`config.mk`:
```
export PLATFORM = sky130hd
export DESIGN_NAME = mbox_doorbell
export DESIGN_NICKNAME = d
export VERILOG_FILES = /design/src/rtl/mbox_doorbell.sv
export SDC_FILE = /design/constraint.sdc
export NUM_CORES = 1
export LEC_CHECK = 0
export BUFFER_PORTS_ARGS = -buffer_cell sky130_fd_sc_hd__clkbuf_2
export CAP_MARGIN = 20
export CORE_ASPECT_RATIO = 1.2
export CORE_MARGIN = 10
export CORE_UTILIZATION = 32
export DETAILED_ROUTE_END_ITERATION = 10
export HOLD_SLACK_MARGIN = 0.05
export PLACE_DENSITY = 0.73
export SLEW_MARGIN = 25
export SYNTH_ARGS = -nofsm -noshare
export SYNTH_HDL_FRONTEND = slang
export SYNTH_SLANG_ARGS = --single-unit
```
`constraint.sdc`:
```
create_clock -name clk -period 0.8 [get_ports clk]
set_input_delay 0.16 -clock clk [delete_from_list [all_inputs] [get_ports clk]]
set_output_delay 0.16 -clock clk [all_outputs]
set_load 0.005 [all_outputs]
```
`src/rtl/mbox_doorbell.sv`:
```
module mbox_doorbell #(
  parameter int W = 8
) (
  input  logic         clk,
  input  logic         rst_n,
  input  logic         host_or_en,
  input  logic [W-1:0] host_or_mask,
  input  logic         host_and_en,
  input  logic [W-1:0] host_and_mask,
  input  logic [W-1:0] dbell_done,
  input  logic [W-1:0] adp_evt,
  input  logic         resp_err,
  output logic [W-1:0] host_stat,
  output logic [W-1:0] dbell_pend,
  output logic         host_irq
);
  localparam logic [W-1:0] DB_LIVE = W'('h3F);
  localparam logic [W-1:0] HS_LIVE = W'('h7E);
  localparam int B_REQ_DONE = 5;
  localparam int B_BLK_READ = 4;
  localparam int B_WAIT_REQ = 3;
  localparam int B_WAIT_BLK = 2;

  logic [W-1:0] db_q, hs_q, db_set, db_auto, hs_set, hs_keep;
  logic         blk_note;

  assign blk_note = adp_evt[B_BLK_READ] & (db_q[B_WAIT_BLK] | resp_err);
  assign db_set   = host_or_en ? (host_or_mask & DB_LIVE) : '0;

  always_comb begin
    db_auto = '0;
    db_auto[B_WAIT_REQ] = adp_evt[B_REQ_DONE];
    db_auto[B_WAIT_BLK] = adp_evt[B_BLK_READ];
    hs_set = adp_evt & HS_LIVE;
    hs_set[B_BLK_READ] = blk_note;
  end

  assign hs_keep = host_and_en ? host_and_mask : '1;

  always_ff @(posedge clk) begin
    if (!rst_n) begin
      db_q <= '0;
      hs_q <= '0;
    end else begin
      db_q <= (db_q & ~dbell_done & ~db_auto) | db_set;
      hs_q <= (hs_q & hs_keep) | hs_set;
    end
  end

  assign dbell_pend = db_q;
  assign host_stat  = hs_q;
  assign host_irq   = |(hs_q & HS_LIVE);
endmodule

```
==> flow_metrics.py <==
metrics = {
    "detailed_routing": {
        "drt-pass1-iter-count": 3,
        "ant_nets": 0,
        "via_count": 696,
        "met3WireLength_um": 265,
        "routed_via_density": 4.767,
        "route.detailed.wl_per_inst_um": 14.57,
        "dr.max_layer_used": "met4",
        "drc_errors": 0,
        "drt-met1-wl_um": 765,
        "drt_wl_total_um": 2127,
        "drt_first_iter_violations": 5,
        "met2_wirelength_um": 1062,
    },
    "final_layout": {
        "sequential_cell_area_um2": 340.3,
        "synthToLayoutAreaGrowth_pct": 79.88,
        "antenna_cells_inserted": 0,
        "proportion_of_layout_cells_with_a_drive_suffix_above_1_pct": 65.35,
        "final_cells": 146,
        "fillCellCount": 169,
        "fin_nets": 166,
        "multi_input_comb_area_um2": 275.3,
        "finalInstanceArea_um2": 1107,
    },
    "sta": {
        "shortest_clock_period_the_worst_path_allows_after_layout_ps": 1199,
        "finalHoldWorstSlack_ps": 77.07,
        "timing.fmax_mhz": 833.8,
        "report.final.setup_viol": 19,
        "slew_violations": 0,
        "final_hold_vio_count": 0,
        "layout_setup_ws_ps": -399.3,
        "period_utilization_pct": 149.9,
        "max_slew_margin_pct": 87.72,
        "final.setup_skew_ps": 8.866,
        "finalSetupTns_ps": -2273,
        "grt_setup_unrepaired": "yes",
        "tightest_slew_ps": 182.8,
    },
    "floorplan": {
        "i_o_pin_count": 54,
        "dieWidth_um": 60.04,
        "std_cell_rows": 17,
        "dieArea_um2": 4085,
        "die_y_um": 68.05,
        "core_area_um2": 1829,
        "initial_core_util_pct": 33.65,
    },
    "synth": {
        "synth_enable_flop_cells": 0,
        "share_of_the_synthesized_area_in_the_top_cell_type_pct": 52.03,
        "dominantRegCellSynth": "dfxtp_1",
        "postSynthRegisterBits": 16,
        "yosys_warnings": 0,
        "cell_with_the_most_instances_after_synthesis": "dfxtp_1",
        "syn_nets": 101,
        "cell_accounting_for_the_most_synthesized_area": "dfxtp_1",
        "cells_after_synthesis": 64,
        "seq_area_frac_synth_pct": 52.03,
        "synth_commonest_cells": "dfxtp_1, nand2_1, nor2_1",
        "asyncSetResetFlopFracSynth_pct": 0,
        "synth.top_cells.by_area": "dfxtp_1, nor3b_1, nand2_1, and4bb_1, nand2b_1",
        "post_synth.cell_area_avg_um2": 9.619,
        "synth.lib_cells_used.distinct": 18,
        "post_synthesis_instance_area_um2": 615.6,
    },
    "cts": {
        "skew_pair_late_insertion_delay_ps": 280,
        "cts.htree.levels": 1,
        "number_of_sinks_on_the_clock_net": 16,
        "clkTransAtPathRegs_ps": 90,
        "cts_buffer_depth": 2,
        "cts.hold.buffers_added": 0,
        "clock_tree.root_cell": "clkbuf_4",
        "cts_inserted_buffers": 3,
        "tritoncts": "done",
    },
    "global_route": {
        "grt_pass1_wl_um": 3180,
        "globalRouteTotalUtil_pct": 9.970,
        "antenna_found_initial": 0,
        "pin_count_of_the_biggest_net_entering_global_routing": 9,
        "overflow": 0,
        "grt_pass1_vias": 762,
    },
    "worst_setup_path": {
        "worstPathRequired_ps": 640,
        "rr_startpoint": "host_stat[3]",
        "start_kind": "flip-flop",
        "timing.reg2reg.worst_path_depth": 4,
        "r2r_end": "host_stat[3]",
        "critPathCaptureType": "output pin",
        "worst-setup-path-type": "flip-flop to output pin",
        "crit_path_max_fanout": 2,
        "reg2reg_setup_slack_ps": -10,
        "worst_setup_path_endpoint": "host_irq",
        "setup.worst_path.start": "host_stat[6]",
        "cp.arrival_ps": 1040,
    },
    "power": {
        "p_clk_share_pct": 25.4,
        "static_leakage_nw": 0.5605,
        "fraction_of_power_consumed_by_sequential_logic_pct": 53.9,
        "total_power_per_unit_cell_area_nw_per_um2": 1463,
        "netSwitchingFraction_pct": 23.59,
        "internal_power_w": 0.001238,
        "net_switching_component_of_the_power_w": 0.0003822,
        "combinationalPowerShare_pct": 20.7,
        "p_total_w": 0.001620,
        "peak_supply_drop_uv": 1033,
    },
    "placement": {
        "globalplace.congestion": 0.6588,
        "hpwl_um": 1713,
        "dpl-instance-area_um2": 930.9,
        "placed_cells": 139,
        "numPortBuffers": 49,
    },
    "run_status": {
        "failed_checks": "setup timing",
        "result_of_the_run": "finished, violations left",
    },
    "hold_path": {
        "min-delay-path-class": "primary input to flip-flop",
    },
    "flow_run": {
        "max_cap_viol_count": 0,
    },
}
cells by family after synthesis:
family,synth area share (%)
AOI/OAI and AO/OA,15.45
and+or+nand+nor,27.64
buffers and inverters,4.878
DFF,52.03
what timing repair did:
item	4_1_cts	5_1_grt
pin swaps	1	3
endpoints found under the hold margin	0	0
setup buffers	1	3
setup endpoints to repair	18	22
gates resized for setup	18	25
routing by layer:
metal | vias to the layer above | GRT usage [%]
met5 | - | 0
met4 | 0 | 6.742
met3 | 2 | 3.704
met2 | 33 | 17.91
met1 | 313 | 9.052
li1 | 348 | -
worst min path at each step:
stage	slack (ps)	end	cells after the start	start
2_1_floorplan	250	host_stat[0]	1	host_and_en
3_3_place_gp	380	host_stat[0]	3	host_and_mask[0]
3_5_place_dp	390	host_stat[7]	3	host_and_mask[7]
4_1_cts	80	host_stat[7]	3	host_and_mask[7]
5_1_grt	70	host_stat[7]	3	host_and_mask[7]
6_report	80	host_stat[7]	3	host_and_mask[7]
power by group through the flow:
stage                     Sequential (W)  Combinational [W]  Clock, W
after global routing            0.000877           0.000375  0.000454
after global placement          0.000872           0.000263         0
final                           0.000872           0.000336  0.000411
after floorplan                 0.000881          0.0000801         0
after CTS                       0.000865           0.000279  0.000420
after detailed placement        0.000875           0.000267         0
stage by stage:
stage | utilization [%] | setup slack, ps
after detailed placement | 50.89 | -112.2
after CTS | 54.31 | -420.9
final | 60.53 | -399.3
after global routing | 60.53 | -487.4
after global placement | 50.89 | -100.6
after floorplan | - | -5.026
worst max-delay path, stage by stage (launching register included):
cell and delay (ps):
dfxtp_2 340, nor4_2 250, nand2_1 70, clkbuf_2 110
final cells by class:
class / instances / share of cell area, %
clock buffer: 3 / 2.034
inverter: 2 / 0.6780
sequential: 16 / 30.73
multi-input combinational: 44 / 24.86
timing repair buffer: 62 / 39.55
tap: 19 / 2.147
cell usage in the layout, fill, tap and decap left out, types with 3 or more instances in the layout:
cell / synthesis / final
clkbuf_2: 0 / 38
buf_6: 2 / 18
dfxtp_2: 0 / 16
nand2_1: 8 / 8
nor2_1: 6 / 6
buf_4: 0 / 6
nor3b_1: 5 / 5
nand2b_1: 4 / 4
o21ai_0: 5 / 3
clkbuf_4: 0 / 3
sequential cells by signal (all words and copies together) (netlist names):
signal and cells:
dbell_pend 8, host_stat 8
Power figures use the tool's default switching activity.
